$ cat src/rtl/txq_pkg.sv
package txq_pkg;
   localparam int unsigned ST_W = 4;
   typedef enum logic [ST_W-1:0] {
      BS_EMPTY = 4'd0,
      BS_READY = 4'd1,
      BS_OK    = 4'd2,
      BS_ERR   = 4'd3,
      BS_ABORT = 4'd4
   } buf_state_e;

   // Abort is applied first, then mark-ready, then mark-empty.
   function automatic buf_state_e cmd_next(input buf_state_e cur, input logic abort_op,
                                           input logic ready_op, input logic empty_op);
      buf_state_e s;
      s = cur;
      if (abort_op && s == BS_READY) s = BS_ABORT;
      if (ready_op && (s == BS_EMPTY || s == BS_OK || s == BS_ERR || s == BS_ABORT)) s = BS_READY;
      if (empty_op && (s == BS_OK || s == BS_ERR || s == BS_ABORT)) s = BS_EMPTY;
      return s;
   endfunction
endpackage

$ cat src/rtl/txq_arbiter.sv
module txq_arbiter #(
   parameter int unsigned NUM_BUF = 4,
   parameter int unsigned PRIO_W  = 3,
   localparam int unsigned IDX_W  = (NUM_BUF > 1) ? $clog2(NUM_BUF) : 1
) (
   input  logic [NUM_BUF-1:0]        ready_vec,
   input  logic [NUM_BUF*4-1:0]      prio_word,
   input  logic [NUM_BUF-1:0]        lock_vec,
   output logic                      win_valid,
   output logic [IDX_W-1:0]          win_idx
);
   logic [PRIO_W-1:0] prio [NUM_BUF];

   for (genvar g = 0; g < NUM_BUF; g++) begin : g_prio
      assign prio[g] = prio_word[g*4 +: PRIO_W];
   end

   always_comb begin
      logic [PRIO_W-1:0] best;
      best      = '0;
      win_valid = 1'b0;
      win_idx   = '0;
      for (int i = 0; i < NUM_BUF; i++) begin
         // strict compare: equal priority keeps the lower index; zero never wins
         if (ready_vec[i] && !lock_vec[i] && prio[i] > best) begin
            best      = prio[i];
            win_valid = 1'b1;
            win_idx   = IDX_W'(i);
         end
      end
   end
endmodule

$ cat src/rtl/txq_ctrl.sv
module txq_ctrl #(
   parameter int unsigned NUM_BUF = 4,
   parameter int unsigned CNT_W   = 16,
   localparam int unsigned IDX_W  = (NUM_BUF > 1) ? $clog2(NUM_BUF) : 1
) (
   input  logic             clk,
   input  logic             rst_n,
   input  logic             ctrl_en,
   input  logic             win_valid,
   input  logic [IDX_W-1:0] win_idx,
   input  logic             tx_done,
   input  logic             tx_err,
   output logic             busy,
   output logic [IDX_W-1:0] act_idx,
   output logic             start,
   output logic             finish,
   output logic [CNT_W-1:0] frame_cnt,
   output logic             evt_tx_done,
   output logic             evt_buf_chg
);
   assign start  = !busy && ctrl_en && win_valid;
   assign finish = busy && tx_done;

   always_ff @(posedge clk) begin
      if (!rst_n) begin
         busy        <= 1'b0;
         act_idx     <= '0;
         frame_cnt   <= '0;
         evt_tx_done <= 1'b0;
         evt_buf_chg <= 1'b0;
      end else begin
         evt_tx_done <= finish && !tx_err;
         evt_buf_chg <= finish;
         if (start) begin
            busy    <= 1'b1;
            act_idx <= win_idx;
         end else if (finish) begin
            busy <= 1'b0;
         end
         if (finish && !tx_err) frame_cnt <= frame_cnt + 1'b1;
      end
   end

   a_r7_idx_hold: assert property (@(posedge clk) disable iff (!rst_n)
      (busy && !tx_done) |=> (busy && $stable(act_idx)));
   a_r8_cnt_step: assert property (@(posedge clk) disable iff (!rst_n)
      (busy && tx_done && !tx_err) |=> (frame_cnt == $past(frame_cnt) + 1'b1));
   a_r8_err_hold: assert property (@(posedge clk) disable iff (!rst_n)
      (busy && tx_done && tx_err) |=> $stable(frame_cnt));
endmodule

$ cat src/rtl/txbuf_mgr.sv
module txbuf_mgr
   import txq_pkg::*;
#(
   parameter int unsigned NUM_BUF = 4,
   parameter int unsigned PRIO_W  = 3,
   parameter int unsigned CNT_W   = 16,
   localparam int unsigned IDX_W  = (NUM_BUF > 1) ? $clog2(NUM_BUF) : 1
) (
   input  logic                 clk,
   input  logic                 rst_n,
   input  logic                 ctrl_en,
   input  logic                 cmd_valid,
   input  logic [NUM_BUF-1:0]   cmd_sel,
   input  logic                 cmd_ready,
   input  logic                 cmd_empty,
   input  logic                 cmd_abort,
   input  logic [NUM_BUF*4-1:0] prio_word,
   output logic [NUM_BUF*4-1:0] status_word,
   output logic                 not_full,
   output logic                 idle,
   output logic                 transmitting,
   output logic                 tx_req,
   output logic [IDX_W-1:0]     tx_idx,
   input  logic                 tx_done,
   input  logic                 tx_err,
   output logic [CNT_W-1:0]     frame_cnt,
   output logic                 evt_tx_done,
   output logic                 evt_buf_chg
);
   initial begin
      assert (NUM_BUF >= 1 && NUM_BUF <= 8) else $error("NUM_BUF out of range");
      assert (PRIO_W >= 1 && PRIO_W <= 4) else $error("PRIO_W must fit a nibble");
      assert (CNT_W >= 1) else $error("CNT_W must be positive");
   end

   buf_state_e             st [NUM_BUF];
   logic [NUM_BUF-1:0]     ready_vec, empty_vec, lock_vec;
   logic                   win_valid, busy, start, finish;
   logic [IDX_W-1:0]       win_idx, act_idx;

   txq_arbiter #(.NUM_BUF(NUM_BUF), .PRIO_W(PRIO_W)) u_arb (
      .ready_vec (ready_vec),
      .prio_word (prio_word),
      .lock_vec  ('0),
      .win_valid (win_valid),
      .win_idx   (win_idx)
   );

   txq_ctrl #(.NUM_BUF(NUM_BUF), .CNT_W(CNT_W)) u_ctrl (
      .clk         (clk),
      .rst_n       (rst_n),
      .ctrl_en     (ctrl_en),
      .win_valid   (win_valid),
      .win_idx     (win_idx),
      .tx_done     (tx_done),
      .tx_err      (tx_err),
      .busy        (busy),
      .act_idx     (act_idx),
      .start       (start),
      .finish      (finish),
      .frame_cnt   (frame_cnt),
      .evt_tx_done (evt_tx_done),
      .evt_buf_chg (evt_buf_chg)
   );

   for (genvar g = 0; g < NUM_BUF; g++) begin : g_buf
      logic cmd_hit;
      // the buffer in flight, or the one being launched this cycle, is locked
      assign lock_vec[g]  = busy ? (act_idx == IDX_W'(g)) : (start && win_idx == IDX_W'(g));
      assign cmd_hit      = cmd_valid && ctrl_en && cmd_sel[g] && !lock_vec[g];
      assign ready_vec[g] = (st[g] == BS_READY);
      assign empty_vec[g] = (st[g] == BS_EMPTY);
      assign status_word[g*4 +: 4] = st[g];

      always_ff @(posedge clk) begin
         if (!rst_n) begin
            st[g] <= BS_EMPTY;
         end else if (finish && act_idx == IDX_W'(g)) begin
            st[g] <= tx_err ? BS_ERR : BS_OK;
         end else if (cmd_hit) begin
            st[g] <= cmd_next(st[g], cmd_abort, cmd_ready, cmd_empty);
         end
      end

      a_r7_lock_keep: assert property (@(posedge clk) disable iff (!rst_n)
         (busy && act_idx == IDX_W'(g) && !tx_done) |=> (st[g] == $past(st[g])));
   end

   assign not_full     = |empty_vec;
   assign tx_req       = busy;
   assign tx_idx       = act_idx;
   assign transmitting = busy;
   assign idle         = !busy;

   a_r5_pick_ready: assert property (@(posedge clk) disable iff (!rst_n)
      $rose(tx_req) |-> (status_word[tx_idx*4 +: 4] == 4'(BS_READY)));
   a_r6_no_zero: assert property (@(posedge clk) disable iff (!rst_n)
      $rose(tx_req) |-> (prio_word[tx_idx*4 +: PRIO_W] != '0));
   a_r4_disabled: assert property (@(posedge clk) disable iff (!rst_n)
      (!ctrl_en && !tx_req) |=> $stable(status_word));
   a_r9_flags: assert property (@(posedge clk) disable iff (!rst_n)
      (idle != transmitting));
endmodule

$ cat config.mk
export PLATFORM = sky130hd
export DESIGN_NAME = txbuf_mgr
export DESIGN_NICKNAME = d
export VERILOG_FILES = /design/src/rtl/txq_pkg.sv /design/src/rtl/txq_arbiter.sv /design/src/rtl/txq_ctrl.sv /design/src/rtl/txbuf_mgr.sv
export SDC_FILE = /design/constraint.sdc
export NUM_CORES = 1
export LEC_CHECK = 0
export ABC_AREA = 1
export BUFFER_PORTS_ARGS = -buffer_cell sky130_fd_sc_hd__buf_4
export CORE_UTILIZATION = 57
export DETAILED_ROUTE_END_ITERATION = 8
export GPL_TIMING_DRIVEN = 0
export PLACE_DENSITY = 0.94
export SLEW_MARGIN = 15
export SYNTH_ARGS = -nofsm -noshare
export SYNTH_HDL_FRONTEND = slang
export SYNTH_SLANG_ARGS = --single-unit
$ cat constraint.sdc
create_clock -name clk -period 10.7 [get_ports clk]
set_input_delay 1.07 -clock clk [delete_from_list [all_inputs] [get_ports clk]]
set_output_delay 1.07 -clock clk [all_outputs]
set_load 0.02 [all_outputs]
Yosys cells after proc, flatten, opt, wreduce, memory -nomap -nowiden
Memories as Yosys holds them, arrays and structs flattened.
Index checks and enable logic that the tools add are counted.

word-level totals
  logic and storage cells = 230
  memories kept = 1
  bits in writable memories = 16
  register bits = 21
  input bits = 29

operators by class
  mux-type cells = 102
  reduce and logical (&&, ||, !) cells = 75
  order comparisons = 4
  equal/unequal tests = 34
  add/sub/neg operators = 1
  bitwise operators = 8

memory list
  memory  words  bits a word  read ports  clocked after memory_dff  wr ports  RTL line         RTL
  st      4      4            4           0                         4         txbuf_mgr.sv:36  buf_state_e st [NUM_BUF];

operator list
  cell                                                                  count
  4-bit 2-to-1 mux                                                      56
  4-bit by 2-bit == test with 1-bit output, second input constant       16
  1-bit 2-to-1 mux                                                      41
  1-bit logical AND                                                     37
  4-bit by 3-bit == test with 1-bit output, second input constant       8
  4-bit logical NOT                                                     8
  1-bit logical OR                                                      20
  16-bit by 1-bit adder with 16-bit output, second input constant       1
  4-bit by 1-bit == test with 1-bit output, second input constant       4
  3-bit > comparator                                                    3
  3-bit 2-to-1 mux                                                      3
  2-bit == test, second input constant                                  4
  1-bit bitwise OR                                                      8
  1-bit logical NOT                                                     6
  2-bit by 1-bit == test with 1-bit output, second input constant       2
  2-bit logical NOT                                                     2
  2-bit 2-to-1 mux                                                      2
  4-bit OR reduction                                                    1
  3-bit by 1-bit > comparator with 1-bit output, second input constant  1
  2-bit nonzero test                                                    1

Longest topological paths before layout
An unclocked memory read counts as a cell.

  depth in word-level cells = 39
  depth in mapped cells = 31
  gate-level depth less buffers = 31

Hierarchy
A second synthesis with hierarchy kept.

second synthesis, totals
  cell total of the unflattened synthesis = 419
  area, all modules = 2807.7 um2

by module, submodules not included
  module       seq. area each (um2)  cells an instance  instances  area each (um2)
  txbuf_mgr    480.5                 192                1          1361.3
  txq_ctrl     420.4                 150                1          1026.0
  txq_arbiter  0.0                   77                 1          420.4

Least setup slack after synthesis
OpenSTA, ideal clock, no wires.

  kind = in2reg
  from = input prio_word[0]
  to = memory st[2][0] (netlist bit) (enable)
  arrival time = 4.291 ns
  slack = 6.137 ns
  cell stages on the path = 29
  cell sequence = nor3_1 nor2_1 nand2_1 ha_1 inv_1 o21bai_1 a21oi_1 nor2_1 inv_1 nand2_1 o21ai_1 ha_1 nand2_1 nor2_1 nor2_1 nand2_2 nand2_1 o21ai_1 ha_1 nand3b_1 and2_1 nor2_1 nand2_1 nand2_1 nand2_1 nor2_1 nor2_1 nor2_1 nand2_1

RTL lines
  item         RTL line         RTL
  from (decl)  txbuf_mgr.sv:17  input logic [NUM_BUF*4-1:0] prio_word,
  to (decl)    txbuf_mgr.sv:36

==> qor.yml <==
status:
  outcome: "completed"
synthesis:
  synth_xor_area_share_pct: 0.708
  synth_seq_cells: 37
  synth_top_family_by_area: "simple AND/OR/NAND/NOR gates"
  yosysTopAreaCell: "edfxtp_1"
  synthCells: 353
  synth_edf_count: 16
  syn_area_um2: 2470
  synth.most_common_cell: "nand2_1"
  synth_cell_type_count: 31
  synthSimpleGateAreaFrac_pct: 34.1
  synth-compound-area-share_pct: 14.0
  ys_seq_area_share_pct: 36.4
  synthTopCellsByArea: "edfxtp_1 19%, dfxtp_1 17%, nand2_1 12%"
  syn_nets: 392
  synth_mux_area_share_pct: 0
  synthTopCellsByCount: "81 x nand2_1, 55 x inv_1, 37 x nor2_1"
  synth_warnings: 0
  synthArstFlopShare_pct: 0
  synthAdderAreaFrac_pct: 5.06
  yosys.area.top_type_share_pct: 19.4
  syn_area_per_cell_um2: 7.01
  synth_flop_cell: "dfxtp_1"
die:
  io_pins: 69
  fp.dieArea_um2: 4610
  fp-row-count: 23
  core-area_um2: 4090
  die_h_um: 67.9
  start_util_pct: 60.5
  dieWidth_um: 67.9
clock_network:
  cts_buffers: 5
  h-tree-depth: 2
  cts_tree: "yes"
  cts.sinks: 37
  clk_latency_ps: 300
  cts_setup_buffers: 0
  cts_resized: 0
  cts_buffer_depth: 2
  clk_pin_slew_ps: 80
  ctsRootBufferMaster: "clkbuf_8"
  postCtsHoldBufs: 0
worst_setup_path:
  crit_path_start_kind: "input pin"
  critPathMaxStageDelay_ps: 300
  crit_required_ps: 10720
  crit_path_max_fanout: 8
  reg2reg_slack_ps: 5890
  cp_data_arrival_time_ps: 5050
  critPathKind: "input pin to flip-flop"
  crit_slowest_cell: "ha_1"
  cp-end-kind: "flip-flop"
timing:
  worstMarginPinSlew_ps: 472
  finalHoldViolCount: 0
  drv_slew: 0
  relSlewSlack_pct: 68.5
  rsz0062_at_grt: "false"
  worst_clock_skew_ps: 8.69
  finalSetupTns_ps: 0
  fmax_mhz: 199
  min_period_ps: 5030
  setup_violations: 0
  period_share_pct: 47.0
power_and_ir_drop:
  p_leak_nw: 1.53
  finalPower_mw: 0.343
  ir_worst_vdd_mv: 0.121
  powerDensity_nw_per_um2: 110
global_routing:
  antenna_found_initial: 0
  grt.overflow.total: 0
  grt_max_degree: 13
  grt_pass1_wl_mm: 9.55
  grt_pass1_vias: 2300
  grt_use_total_pct: 27.5
route:
  wire_per_inst_um: 12.8
  drc: 0
  postRouteAntennaNets: 0
  first_iter_violations: 107
  routed_wl_mm: 6.07
  drtPass1Iterations: 4
  vias: 2591
  viasPerCell: 5.45
cells_and_area:
  layout.nets: 463
  fin_cells: 475
  syn2layout_area_growth_pct: 26.4
  layout-drive-gt1-share_pct: 21.4
  fillers: 313
  antenna_cells: 0
hold_path:
  hp-class: "flip-flop to flip-flop"
place:
  gp_congestion: 0.894
  post-place-cells: 467
  hpwl_mm: 4.68
  io_buffers: 64
run:
  max_cap_viol_count: 0
[through the flow]
stage          util [%]  area (µm²)  setup slack, ps  hold WS [ps]
6_report           76.5        3130             5670           484
5_1_grt            76.5        3130             5220           518
4_1_cts            76.5        3130             5700           484
3_5_place_dp       73.8        3020             5390           471
3_3_place_gp       73.8        3020             5490           460
2_1_floorplan         -        2470             6140           543
[state kept, by name (all words and copies together) (netlist names)]
| register | flops |
|---|---|
| u_ctrl.act_idx | 2 |
| u_ctrl.evt_buf_chg | 1 |
| u_ctrl.evt_tx_done | 1 |
| u_ctrl.busy | 1 |
| st | 16 |
| u_ctrl.frame_cnt | 16 |
[cell type report]
type	instances	area, µm²	area share, %
plain buffers	3	15.0	0.480
clock buffers	5	68.8	2.20
clock inverters	3	41.3	1.32
inverters	60	225	7.20
multi-input cells	253	1330	42.6
flip-flops and latches	37	901	28.8
well taps	50	62.6	2.00
repair buffers	64	480	15.4
[cells by family (layout without fill, tap and decap cells)]
| family | count (synthesis) | after routing |
|---|---|---|
| AND/OR/NAND/NOR | 179 | 179 |
| buffers and inverters | 63 | 135 |
| AO/OA/AOI/OAI | 62 | 62 |
| flip-flops | 37 | 37 |
| adder cells (fa/ha/maj) | 10 | 10 |
| XOR/XNOR | 2 | 2 |
[report_power, final]
group	internal [mW]	switching (mW)	total (mW)	leakage (nW)
Clock	0.0686	0.0539	0.123	0.0518
Sequential	0.152	0.00508	0.157	0.336
Combinational	0.0255	0.0385	0.0641	1.14
[worst max-delay path: cells and delay by family]
family / cells / cell delay, ps
AND/OR/NAND/NOR: 20 / 2400
adder cells (fa/ha/maj): 3 / 810
AO/OA/AOI/OAI: 4 / 390
buffers and inverters: 3 / 360
[worst paths after layout]
kind | from | endpoint | cells past startpoint
hold / removal | u_ctrl.frame_cnt[15] | u_ctrl.frame_cnt[15] | 2
setup / recovery | prio_word[0] | st[2][3] | 30
hold reg to reg | u_ctrl.frame_cnt[15] | u_ctrl.frame_cnt[15] | 2
setup reg to reg | st[0][3] | st[2][3] | 30
[per-layer routing]
layer / track usage, % / routed length, µm
met5: 0 / 0
met4: 12.5 / 113
met3: 3.83 / 346
met2: 51.2 / 3120
met1: 30.7 / 2490
[cell usage in the layout (no fill, tap or decap), drive strengths merged]
cell type / Yosys / final
nand2: 84 / 84
buf: 1 / 65
inv: 59 / 59
nor2: 44 / 44
nand3: 30 / 30
o21ai: 28 / 28
a21oi: 21 / 21
dfxtp: 21 / 21
edfxtp: 16 / 16
nand4: 12 / 12
ha: 10 / 10
o211ai: 7 / 7
clkbuf: 2 / 7
nor3: 5 / 5
nand3b: 2 / 2
clkinv: 1 / 2
xor2: 2 / 2
o21ba: 2 / 2
o21a: 2 / 2
o21bai: 1 / 1
and3: 1 / 1
and2: 1 / 1
o22ai: 1 / 1
bufinv: 0 / 1
clkinvlp: 0 / 1
Power figures use the tool's default switching activity.
